===== src/rtl/hfw_pkg.sv =====
package hfw_pkg;
    localparam int DW    = 16;
    localparam int BYTES = DW / 8;

    typedef logic [DW-1:0] word_t;
endpackage


===== src/rtl/hfw_strobe_sync.sv =====
module hfw_strobe_sync #(
    parameter int MIN_GAP = 3
) (
    input  logic clk,
    input  logic rst_n,
    input  logic cs_n_i,
    input  logic wr_n_i,
    output logic fire_o,
    output logic bad_start_o
);
    localparam int GW = $clog2(MIN_GAP + 1) + 1;

    typedef struct packed {
        logic [1:0]    cs_sync;
        logic [1:0]    wr_sync;
        logic          act;
        logic          ok;
        logic [GW-1:0] gap;
    } st_t;

    st_t  st_d, st_q;
    logic act_s, start, fin, gap_ok;

    always_comb begin
        st_d   = st_q;
        act_s  = ~st_q.cs_sync[1] & ~st_q.wr_sync[1];
        start  = act_s & ~st_q.act;
        fin    = ~act_s & st_q.act;
        gap_ok = (st_q.gap >= GW'(MIN_GAP));

        st_d.cs_sync = {st_q.cs_sync[0], cs_n_i};
        st_d.wr_sync = {st_q.wr_sync[0], wr_n_i};
        st_d.act     = act_s;

        if (start) begin
            st_d.ok = gap_ok;
        end

        if (!act_s) begin
            if (fin) begin
                st_d.gap = GW'(1);
            end else if (!gap_ok) begin
                st_d.gap = st_q.gap + GW'(1);
            end
        end

        fire_o      = fin & st_q.ok;
        bad_start_o = start & ~gap_ok;
    end

    always_ff @(posedge clk or negedge rst_n) begin
        if (!rst_n) begin
            st_q.cs_sync <= 2'b11;
            st_q.wr_sync <= 2'b11;
            st_q.act     <= 1'b0;
            st_q.ok      <= 1'b0;
            st_q.gap     <= GW'(MIN_GAP);
        end else begin
            st_q <= st_d;
        end
    end
endmodule


===== src/rtl/hfw_wr_decode.sv =====
module hfw_wr_decode
    import hfw_pkg::*;
#(
    parameter int             AW       = 9,
    parameter logic [AW-1:0]  FIFO_OFF = 'h010
) (
    input  logic          fire_i,
    input  logic          fifo_sel_i,
    input  logic          swap_sel_i,
    input  logic [AW-1:0] addr_i,
    input  word_t         data_i,
    output logic          push_o,
    output logic          reg_stb_o,
    output word_t         word_o
);
    word_t swapped;

    for (genvar b = 0; b < BYTES; b++) begin : g_lane
        assign swapped[b*8 +: 8] = data_i[(BYTES-1-b)*8 +: 8];
    end

    always_comb begin
        word_o    = swap_sel_i ? swapped : data_i;
        push_o    = 1'b0;
        reg_stb_o = 1'b0;
        if (fire_i) begin
            if (fifo_sel_i || (addr_i == FIFO_OFF)) begin
                push_o = 1'b1;
            end else begin
                reg_stb_o = 1'b1;
            end
        end
    end
endmodule


===== src/rtl/hfw_txfifo.sv =====
module hfw_txfifo
    import hfw_pkg::*;
#(
    parameter int DEPTH = 8
) (
    input  logic  clk,
    input  logic  rst_n,
    input  logic  push_i,
    input  word_t push_data_i,
    input  logic  pop_i,
    output word_t rd_data_o,
    output logic  empty_o,
    output logic  full_o,
    output logic  drop_o
);
    localparam int PW = (DEPTH > 1) ? $clog2(DEPTH) : 1;
    localparam int CW = $clog2(DEPTH + 1);

    typedef struct packed {
        logic [PW-1:0] wptr;
        logic [PW-1:0] rptr;
        logic [CW-1:0] cnt;
    } st_t;

    st_t   st_d, st_q;
    word_t mem [DEPTH];
    logic  do_wr, do_rd;

    function automatic logic [PW-1:0] bump(input logic [PW-1:0] p);
        return (p == PW'(DEPTH - 1)) ? '0 : p + PW'(1);
    endfunction

    always_comb begin
        st_d    = st_q;
        empty_o = (st_q.cnt == '0);
        full_o  = (st_q.cnt == CW'(DEPTH));
        do_wr   = push_i & ~full_o;
        do_rd   = pop_i & ~empty_o;
        drop_o  = push_i & full_o;
        if (do_wr) st_d.wptr = bump(st_q.wptr);
        if (do_rd) st_d.rptr = bump(st_q.rptr);
        if (do_wr && !do_rd)      st_d.cnt = st_q.cnt + CW'(1);
        else if (do_rd && !do_wr) st_d.cnt = st_q.cnt - CW'(1);
        rd_data_o = mem[st_q.rptr];
    end

    always_ff @(posedge clk) begin
        if (do_wr) mem[st_q.wptr] <= push_data_i;
    end

    always_ff @(posedge clk or negedge rst_n) begin
        if (!rst_n) st_q <= '0;
        else        st_q <= st_d;
    end
endmodule


===== src/rtl/host_fifo_wr_capture.sv =====
module host_fifo_wr_capture
    import hfw_pkg::*;
#(
    parameter int            AW       = 9,
    parameter int            DEPTH    = 8,
    parameter int            MIN_GAP  = 3,
    parameter logic [AW-1:0] FIFO_OFF = 'h010
) (
    input  logic          clk,
    input  logic          rst_n,
    input  logic          cs_n_i,
    input  logic          wr_n_i,
    input  logic [AW-1:0] addr_i,
    input  logic [DW-1:0] data_i,
    input  logic          fifo_sel_i,
    input  logic          swap_sel_i,
    input  logic          pop_i,
    input  logic          flags_clr_i,
    output logic [DW-1:0] rd_data_o,
    output logic          empty_o,
    output logic          full_o,
    output logic          ovf_o,
    output logic          perr_o,
    output logic          reg_wr_o,
    output logic [AW-1:0] reg_off_o,
    output logic [DW-1:0] reg_data_o
);
    typedef struct packed {
        logic          reg_wr;
        logic [AW-1:0] reg_off;
        word_t         reg_data;
        logic          ovf;
        logic          perr;
    } st_t;

    st_t   st_d, st_q;
    logic  fire, bad_start, push, reg_stb, drop;
    word_t word;

    hfw_strobe_sync #(.MIN_GAP(MIN_GAP)) sync_i (
        .clk         (clk),
        .rst_n       (rst_n),
        .cs_n_i      (cs_n_i),
        .wr_n_i      (wr_n_i),
        .fire_o      (fire),
        .bad_start_o (bad_start)
    );

    hfw_wr_decode #(.AW(AW), .FIFO_OFF(FIFO_OFF)) dec_i (
        .fire_i     (fire),
        .fifo_sel_i (fifo_sel_i),
        .swap_sel_i (swap_sel_i),
        .addr_i     (addr_i),
        .data_i     (data_i),
        .push_o     (push),
        .reg_stb_o  (reg_stb),
        .word_o     (word)
    );

    hfw_txfifo #(.DEPTH(DEPTH)) fifo_i (
        .clk         (clk),
        .rst_n       (rst_n),
        .push_i      (push),
        .push_data_i (word),
        .pop_i       (pop_i),
        .rd_data_o   (rd_data_o),
        .empty_o     (empty_o),
        .full_o      (full_o),
        .drop_o      (drop)
    );

    always_comb begin
        st_d        = st_q;
        st_d.reg_wr = reg_stb;
        if (reg_stb) begin
            st_d.reg_off  = addr_i;
            st_d.reg_data = word;
        end
        st_d.ovf  = drop | (st_q.ovf & ~flags_clr_i);
        st_d.perr = bad_start | (st_q.perr & ~flags_clr_i);
    end

    always_ff @(posedge clk or negedge rst_n) begin
        if (!rst_n) st_q <= '0;
        else        st_q <= st_d;
    end

    assign reg_wr_o   = st_q.reg_wr;
    assign reg_off_o  = st_q.reg_off;
    assign reg_data_o = st_q.reg_data;
    assign ovf_o      = st_q.ovf;
    assign perr_o     = st_q.perr;
endmodule


===== config.mk =====
export PLATFORM = sky130hd
export DESIGN_NAME = host_fifo_wr_capture
export DESIGN_NICKNAME = d
export VERILOG_FILES = /design/src/rtl/hfw_pkg.sv /design/src/rtl/hfw_strobe_sync.sv /design/src/rtl/hfw_wr_decode.sv /design/src/rtl/hfw_txfifo.sv /design/src/rtl/host_fifo_wr_capture.sv
export SDC_FILE = /design/constraint.sdc
export NUM_CORES = 1
export LEC_CHECK = 0
export ABC_AREA = 1
export BUFFER_PORTS_ARGS = -buffer_cell sky130_fd_sc_hd__buf_2
export CELL_PAD_IN_SITES_DETAIL_PLACEMENT = 1
export CELL_PAD_IN_SITES_GLOBAL_PLACEMENT = 1
export CORE_MARGIN = 2
export CORE_UTILIZATION = 40
export DETAILED_ROUTE_END_ITERATION = 8
export PLACE_DENSITY_LB_ADDON = 0.1
export SLEW_MARGIN = 20
export SYNTH_ARGS = -nofsm -noshare
export SYNTH_HDL_FRONTEND = slang
export SYNTH_SLANG_ARGS = --single-unit

===== constraint.sdc =====
create_clock -name clk -period 2.95 [get_ports clk]
set_input_delay 0.4425 -clock clk [delete_from_list [all_inputs] [get_ports clk]]
set_output_delay 0.4425 -clock clk [all_outputs]
set_load 0.02 [all_outputs]

# After elaboration in Yosys (flattened, before gate mapping)

Memory sizes are Yosys's and may differ from the RTL's.
Cells that the tools add are included.

Add/sub/neg operators: 5
Magnitude comparators: 1
Eq/ne operators: 5
Multiplexer cells: 13
Bitwise operators: 20
Reduce and logical (&&, ||, !) cells: 8

Operators by type and width:

| operator            | number |
|---|---|
| $mux 16             | 1 |
| $mux 3              | 4 |
| $and 1x1->1         | 10 |
| $add 3x1->3 const B | 3 |
| $eq 9x5->1 const B  | 1 |
| $mux 4              | 2 |
| $not 1->1           | 8 |
| $eq 3x3->1 const B  | 2 |
| $mux 1              | 6 |
| $add 4x1->4 const B | 1 |
| $eq 4x4->1 const B  | 1 |
| $logic_not 4->1     | 1 |
| $sub 4x1->4 const B | 1 |
| $ge 3x2->1 const B  | 1 |
| $logic_and 1x1->1   | 2 |
| $logic_not 1->1     | 2 |
| $ne 2x1->1 const B  | 1 |
| $or 1x1->1          | 2 |
| $reduce_and 2->1    | 1 |
| $reduce_bool 2->1   | 1 |
| $logic_or 1x1->1    | 1 |

Flip-flop bits (word level): 47
RAM bits: 128
Input bits: 33
Output and inout port bits: 46
Memories: 1

Memories:

| memory     | words | bits a word | rd ports | clocked after memory_dff | write ports | line             | text |
|---|---|---|---|---|---|---|---|
| fifo_i.mem | 8     | 16          | 1        | 0                        | 1           | hfw_txfifo.sv:26 | `word_t mem [DEPTH];` |

# Depth between registers and ports, before layout

Gate-level depths: netlist of the first run.

Depth after elaboration: 11
Depth in mapped cells: 16

# Modules after synthesis

A second synthesis of the first run with hierarchy kept.

Cell total of the unflattened synthesis: 731
Area total of the unflattened synthesis: 7,493.4 um^2

Modules (own cells, without submodules):

| module               | instances | cells each | area an instance (um^2) | sequential area each (um^2) |
|---|---|---|---|---|
| hfw_txfifo           | 1         | 515        | 5,774.3                 | 4,093.9 |
| host_fifo_wr_capture | 1         | 116        | 1,066.0                 | 700.7 |
| hfw_strobe_sync      | 1         | 40         | 394.1                   | 232.7 |
| hfw_wr_decode        | 1         | 60         | 259.0                   | 0.0 |

# Least setup slack after synthesis of the first run

Ideal clock, no wire load.

Path kind: in2reg
Start point: input port addr_i[7]
End point: register fifo_i.st_q[3] in the netlist's numbering
Setup time: 0.123 ns
Arrival time: 2.180 ns
Data required time: 2.827 ns
Setup slack: 0.647 ns
Stages on the path: 16
Buffers on the path: 1
Cell sequence: nor2_1 nand2_1 nor2_2 nand2_2 nand2_2 nand3_2 buf_6 inv_1 ha_1 inv_1 ha_1 a21oi_1 nand2_1 and2_1 o21ai_0 nand2_1

Word-level cells in the longest chain between the ends: 8

Ends and longest elaborated chain:

| item                               | line                       | text |
|---|---|---|
| from (decl)                        | host_fifo_wr_capture.sv:13 | `input logic [AW-1:0] addr_i,` |
| $eq 9x5->1 *                       | hfw_wr_decode.sv:27        | `if (fifo_sel_i \|\| (addr_i == FIFO_OFF)) begin` |
| $logic_or 1x1->1 *                 | hfw_wr_decode.sv:27        |  |
| $mux 1 *                           | hfw_wr_decode.sv:27        |  |
| $mux 1 *                           | hfw_wr_decode.sv:26        | `if (fire_i) begin` |
| $and 1x1->1 *                      | hfw_txfifo.sv:37           | `do_wr = push_i & ~full_o;` |
| named net fifo_i.do_wr             | hfw_txfifo.sv:27           | `logic do_wr, do_rd;` |
| $logic_not 1->1                    | hfw_txfifo.sv:43           | `else if (do_rd && !do_wr) st_d.cnt = st_q.cnt - CW'(1);` |
| $logic_and 1x1->1                  | hfw_txfifo.sv:43           |  |
| $reduce_bool 2->1 (no source line) | --                         |  |
| to (signal assigned)               | hfw_txfifo.sv:53           | `else st_q <= st_d;` |
| to (decl)                          | hfw_txfifo.sv:25           | `st_t st_d, st_q;` |

The timed path passes the listed nets; every way through them passes the cells marked *.
A chain may end at the register's enable or synchronous reset.

# Worst setup path in the final report of the first run

Start point: register fifo_i.st_q[4] in the netlist's numbering
End point: output port rd_data_o[7]

Word-level cells in the longest chain between the ends: 1

Ends and longest elaborated chain:

| item         | line                       | text |
|---|---|---|
| $mem_v2 8x16 | --                         |  |
| to (decl)    | host_fifo_wr_capture.sv:19 | `output logic [DW-1:0] rd_data_o,` |

No other way between the ends.

==> results of run 1 <==
-- per-layer routing --
metal	part of all wire (%)	GRT usage, %	vias up
li1	-	-	2471
met1	44	23.7	2528
met2	50	33.9	91
met3	4.6	4.75	18
met4	1.3	5.95	0
met5	0	0	-
-- power by group --
group	switching, mW	internal, mW
Combinational	1.99	0.937
Sequential	0.204	2.97
Clock	0.916	1.38
-- through the flow --
stage | cells | total power [mW]
global placement | 984 | 6.07
global route | 1016 | 9.01
finish | 1016 | 8.40
CTS | 1016 | 8.52
detailed placement | 984 | 6.20
floorplan | 693 | 5.24
-- area by class of cell --
type,instances,area share [%]
well taps,229,3.31
flip-flops and latches,175,58.1
clock inverters,9,1.06
clock buffers,23,6.19
repair buffers,95,6.16
multi-input cells,455,23.9
inverters,30,1.30
-- kinds of logic (layout without fill, tap and decap cells) --
family          count (synthesis)  in the layout  synth area share, %
fa+ha+maj                      10             10                 1.79
flops                         175            175                 67.9
xor+xnor                        3              3                0.355
compound gates                115            115                 7.81
simple gates                  327            327                 17.9
buf+inv                        63            157                 4.24
-- cell usage after synthesis, types with 2 or more instances --
cell type and n:
nand3_1 12, a21oi_1 6, ha_1 9, buf_4 7, clkbuf_1 5, buf_2 14, clkbuf_2 3, o21ai_1 26
nand2_1 188, dfrtp_1 41, inv_1 27, edfxtp_1 128, buf_6 4, nor2_2 10, o21ai_0 82, nand2_2 2
xnor2_1 2, nand4_1 3, inv_2 2, dfstp_2 6, nor2_1 107
-- worst paths after layout --
path                                start              to  slack, ns  depth (start not counted)
setup reg to reg           fifo_i.st_q[0]  fifo_i.st_q[3]       0.64                         11
setup / recovery           fifo_i.st_q[4]    rd_data_o[7]       0.50                          8
hold / removal                      rst_n   reg_data_o[2]       0.03                          1
hold reg to reg            sync_i.st_d[8]  sync_i.st_q[8]       0.36                          0
max in group asynchronous           rst_n  fifo_i.st_q[5]       2.46                          1
min in group clk                   wr_n_i  sync_i.st_d[6]       0.11                          1
-- state kept, by name, indices dropped and copies added (netlist names) --
register,cells
sync_i.st_q,7
ovf_o,1
reg_wr_o,1
sync_i.st_d,2
reg_data_o,16
perr_o,1
fifo_i.st_q,10
fifo_i.mem,128
reg_off_o,9
-- placed cells by master (no fill, tap or decap), types with 2 or more instances in the layout --
| master | n |
|---|---|
| a21oi_1 | 6 |
| buf_2 | 77 |
| buf_4 | 17 |
| clkbuf_16 | 20 |
| clkbuf_8 | 2 |
| clkinv_2 | 2 |
| clkinv_4 | 2 |
| dfrtp_1 | 41 |
| dfstp_2 | 6 |
| edfxtp_1 | 128 |
| ha_1 | 9 |
| inv_1 | 27 |
| inv_2 | 2 |
| inv_6 | 3 |
| nand2_1 | 188 |
| nand2_2 | 2 |
| nand3_1 | 12 |
| nand4_1 | 3 |
| nor2_1 | 107 |
| nor2_2 | 10 |
| o21ai_0 | 82 |
| o21ai_1 | 26 |
| xnor2_1 | 2 |
==> results.yml, run 1 <==
placement:
  io_buffers: 78
  place_hpwl_um: 11200
  placed_area_um2: 8020
  pre_cts_ws_ns: 0.417
  gp_congestion: 0.793
worst_hold_path:
  hp-class: "in2async"
setup_path:
  arrival_ns: 2.01
  timing.critical_path.cells: "buf_4 -> nor2_1 -> nor2_1 -> o21ai_0 -> o21ai_1 -> nand2_1 -> nand2_1 -> buf_2"
  cp_slowest_stage_delay_ns: 0.43
  path_buf_inv: 2
  path_max_fanout: 46
  cp.required_ns: 2.51
  cp-start-kind: "flop"
  cp-end-kind: "primary output"
  slowest_stage: "buf_4"
  cp_top_family: "buffers and inverters"
  critPathKind: "reg2out"
finish:
  design_area_um2: 8650
  fin_util_pct: 47.8
  drive_above_1_share_pct: 19.2
  area.growth.synth_to_final_pct: 16.8
  fin_nets: 817
  multi_input_area_um2: 2060
  n_fill_cell: 1983
  seqCellArea_um2: 5030
  n_antenna_cell: 0
grt:
  grt_max_degree: 67
  grt_pass1_wl_um: 28800
  grt_pass1_vias: 5422
  grt-ovfl-total: 0
  grtUsageTotal_pct: 19.3
  antenna_found_initial: 0
yosys:
  synth-edff-count: 128
  yosysWarnings: 0
  synth_area_um2: 7400
  yosysSeqAreaShare_pct: 67.9
  synth_cell_type_count: 30
  synthCells: 693
  async_flop_share_pct: 26.9
  ys_ff_latch: 175
  synth_nets: 736
  synth_area_leaders: "edfxtp_1, dfrtp_1, nand2_1"
  ys.flop_type: "edfxtp_1"
  yosysTopAreaCell: "edfxtp_1"
  synth_area_per_cell_um2: 10.7
  yosysTopAreaCellShare_pct: 51.9
timing:
  setup-tns-final_ns: 0
  skew_ns: 0.0102
  clock.fmax_mhz: 408
  finalHoldViolations: 0
  slew-limit-headroom_pct: 56.9
  rsz0062_at_grt: "false"
  final-setup-viol-count: 0
  holdWs_ns: 0.0307
  fin_ws_ns: 0.497
  period_share_pct: 83.2
  worstMarginPinSlew_ns: 0.646
  maxSlewViolCount: 0
  period_minus_slack_ns: 2.45
run_status:
  status: "finished, violations left"
  violations: "design-rule violations"
floorplan:
  start_util_pct: 40.9
  num_rows: 49
  fp.dieArea_um2: 19600
  core_um2: 18100
  dieHeight_um: 140
  pin_count: 79
  die_width_um: 140
clock_network:
  clockRootBuffer: "clkbuf_16"
  clk_pin_slew_worst_paths_ns: 0.07
  cts_resized: 0
  cts_tree: "built"
  clk_latency_ns: 0.42
  cts_buffers: 17
  htree_num_levels: 4
  cts_setup_buffers: 0
  cts.path.max_buffers: 2
  ctsHoldBuffers: 0
  cts.sinks: 175
drt:
  vias_per_cell: 5.03
  wl_per_cell_um: 17.5
  vias: 5108
  drt_iter0_drc: 324
  ant_nets: 0
  routed_wl_um: 17700
  drc: 3
  drt_pass1_iterations: 9
flow_run:
  drv_cap: 0
pwr:
  powerDensity_nw_per_um2: 971
  irDropWorstVdd_v: 0.000448
  p_leak_nw: 3.62
Power figures use the tool's default switching activity.
==> run 2, diff against run 1 <==
==> constraint.sdc (replaced) <==
create_clock -name clk -period 2.45 [get_ports clk]
set_input_delay 0.3675 -clock clk [delete_from_list [all_inputs] [get_ports clk]]
set_output_delay 0.3675 -clock clk [all_outputs]
set_load 0.02 [all_outputs]
==> run 2 against run 1 <==
Effect of this change: the flow now finishes without violations; core utilization is 0.60 points higher; combinational power increased by 27%; non-clock buffer count grew 9; sequential share of layout area shrank 0.72 points; power rose by 23%; global-route usage grew 0.40 points; clock skew is essentially flat; largest cell class unchanged; largest power group unchanged.
==> results.yml, run 2 (synthesis gave the netlist of run 1 again) <==
clock_network:
  cts_buffers: 17
  cts.path.max_buffers: 2
  htree_num_levels: 4
  clk_latency_ns: 0.43
  cts_tree: "built"
  clockRootBuffer: "clkbuf_16"
  clk_pin_slew_worst_paths_ns: 0.06
  cts.sinks: 175
finish:
  fin_nets: 826
  regMostFlops: "fifo_i.mem"
  largest_reg_flops: 128
  drive_above_1_share_pct: 20.6
  layout_common_cells: "nand2_1, edfxtp_1, nor2_1, o21ai_0, buf_2"
  final_common_cell: "nand2_1"
  n_fill_cell: 2007
  final_cells: 1025
  fin_util_pct: 48.4
  area.growth.synth_to_final_pct: 18.3
  n_antenna_cell: 0
  design_area_um2: 8760
timing:
  final-setup-viol-count: 0
  fin_ws_ns: 0.0896
  maxSlewViolCount: 0
  skew_ns: 0.0103
  finalHoldViolations: 0
  holdWs_ns: 0.0386
  period_share_pct: 96.3
  clock.fmax_mhz: 424
  slew-limit-headroom_pct: 59.3
  worstMarginPinSlew_ns: 0.611
  period_minus_slack_ns: 2.36
  setup-tns-final_ns: 0
pwr:
  clockPowerShare_pct: 26.5
  power.internal_mw: 6.41
  switchingPower_mw: 3.88
  p_leak_nw: 3.66
  p_comb_share_pct: 36.1
  powerDensity_nw_per_um2: 1180
  p_total_mw: 10.3
  power.share.switching_pct: 37.7
  power_frac_seq_pct: 37.4
  irDropWorstVdd_v: 0.000518
setup_path:
  cp_top_family: "buffers and inverters"
  slowest_stage: "dfrtp_1"
  critPathKind: "reg2out"
  timing.critical_path.cells: "buf_6 -> clkinvlp_4 -> buf_12 -> o21ai_0 -> o21ai_0 -> nand2_1 -> nand2_1 -> buf_2"
  path_max_fanout: 24
  cp_slowest_stage_delay_ns: 0.42
  arrival_ns: 1.99
  path_buf_inv: 4
  cp-end-kind: "primary output"
  cp.required_ns: 2.08
  cp-start-kind: "flop"
placement:
  place_hpwl_um: 11800
  dp_cells: 989
  pre_cts_ws_ns: 0.0265
  io_buffers: 78
  gp_congestion: 0.774
  placed_area_um2: 8070
drt:
  drc: 0
  routed_wl_um: 18600
  vias_per_cell: 5.13
  drt_pass1_iterations: 6
  wl_per_cell_um: 18.1
  ant_nets: 0
  drt_iter0_drc: 281
  vias: 5261
floorplan:
  num_rows: 49
  start_util_pct: 40.9
  dieHeight_um: 140
  pin_count: 79
  fp.dieArea_um2: 19600
  core_um2: 18100
  die_width_um: 140
flow_run:
  drv_cap: 0
run_status:
  status: "finished clean"
grt:
  grt_max_degree: 67
  grt_pass1_vias: 5638
  grt-ovfl-total: 0
  antenna_found_initial: 0
  grt_pass1_wl_um: 29700
  grtUsageTotal_pct: 19.7
worst_hold_path:
  hp-class: "in2reg"
==> run 2: per-layer routing <==
| layer | wire (µm) | vias to the layer above | track usage [%] |
|---|---|---|---|
| met3 | 1030 | 21 | 4.51 |
| met5 | 0 | - | 0 |
| met2 | 9380 | 115 | 34.4 |
| met4 | 244 | 0 | 6.11 |
| li1 | - | 2499 | - |
| met1 | 7900 | 2626 | 24.6 |
==> run 2: worst register-to-register path, cell delays in order (launching register included) <==
cell and delay [ns]:
dfstp_2 0.52, nor2_2 0.06, inv_2 0.08, nand2_4 0.07, nor2_8 0.14, nand3_2 0.10
inv_1 0.07, ha_1 0.19, inv_2 0.09, ha_4 0.23, a21oi_1 0.14, nand2_1 0.08
and2_1 0.13, o21ai_0 0.18, nand2_1 0.08
==> run 2: final cells by class <==
class / instances / area [µm²] / share of cell area (%)
sequential: 175 / 5030 / 57.4
multi-input combinational: 455 / 2090 / 23.8
timing repair buffer: 104 / 638 / 7.29
clock buffer: 22 / 507 / 5.79
tap: 229 / 287 / 3.27
inverter: 30 / 116 / 1.33
clock inverter: 10 / 97.6 / 1.11
==> run 2: timing repair <==
action | CTS | global route
setup endpoints to repair | 1 | 7
hold endpoints to repair | 24 | 0
pin swaps | 0 | 0
hold buffers | 1 | 0
gates resized for setup | 2 | 7
gates cloned | 0 | 1
setup buffers | 0 | 2
==> run 2: path summary, 6_finish.rpt <==
kind                                startpoint  cells after the start              to  slack [ns]
worst max-delay path            fifo_i.st_q[4]                      8    rd_data_o[6]        0.09
worst min-delay path                    cs_n_i                      1  sync_i.st_d[8]        0.04
worst max register to register  sync_i.st_q[6]                     14  fifo_i.st_q[3]        0.18
worst min register to register  sync_i.st_d[8]                      0  sync_i.st_q[8]        0.36
max in group asynchronous                rst_n                      3  sync_i.st_d[6]        1.17
min in group asynchronous                rst_n                      2    reg_off_o[0]        0.48
==> run 2: power by group through the flow <==
stage | Combinational [mW] | Clock [mW] | Sequential, mW
2_1_floorplan | 2.22 | 0 | 4.09
3_3_place_gp | 3.47 | 0 | 3.87
3_5_place_dp | 3.63 | 0 | 3.89
4_1_cts | 3.67 | 2.78 | 3.84
5_1_grt | 4.18 | 2.91 | 3.90
6_report | 3.72 | 2.73 | 3.85
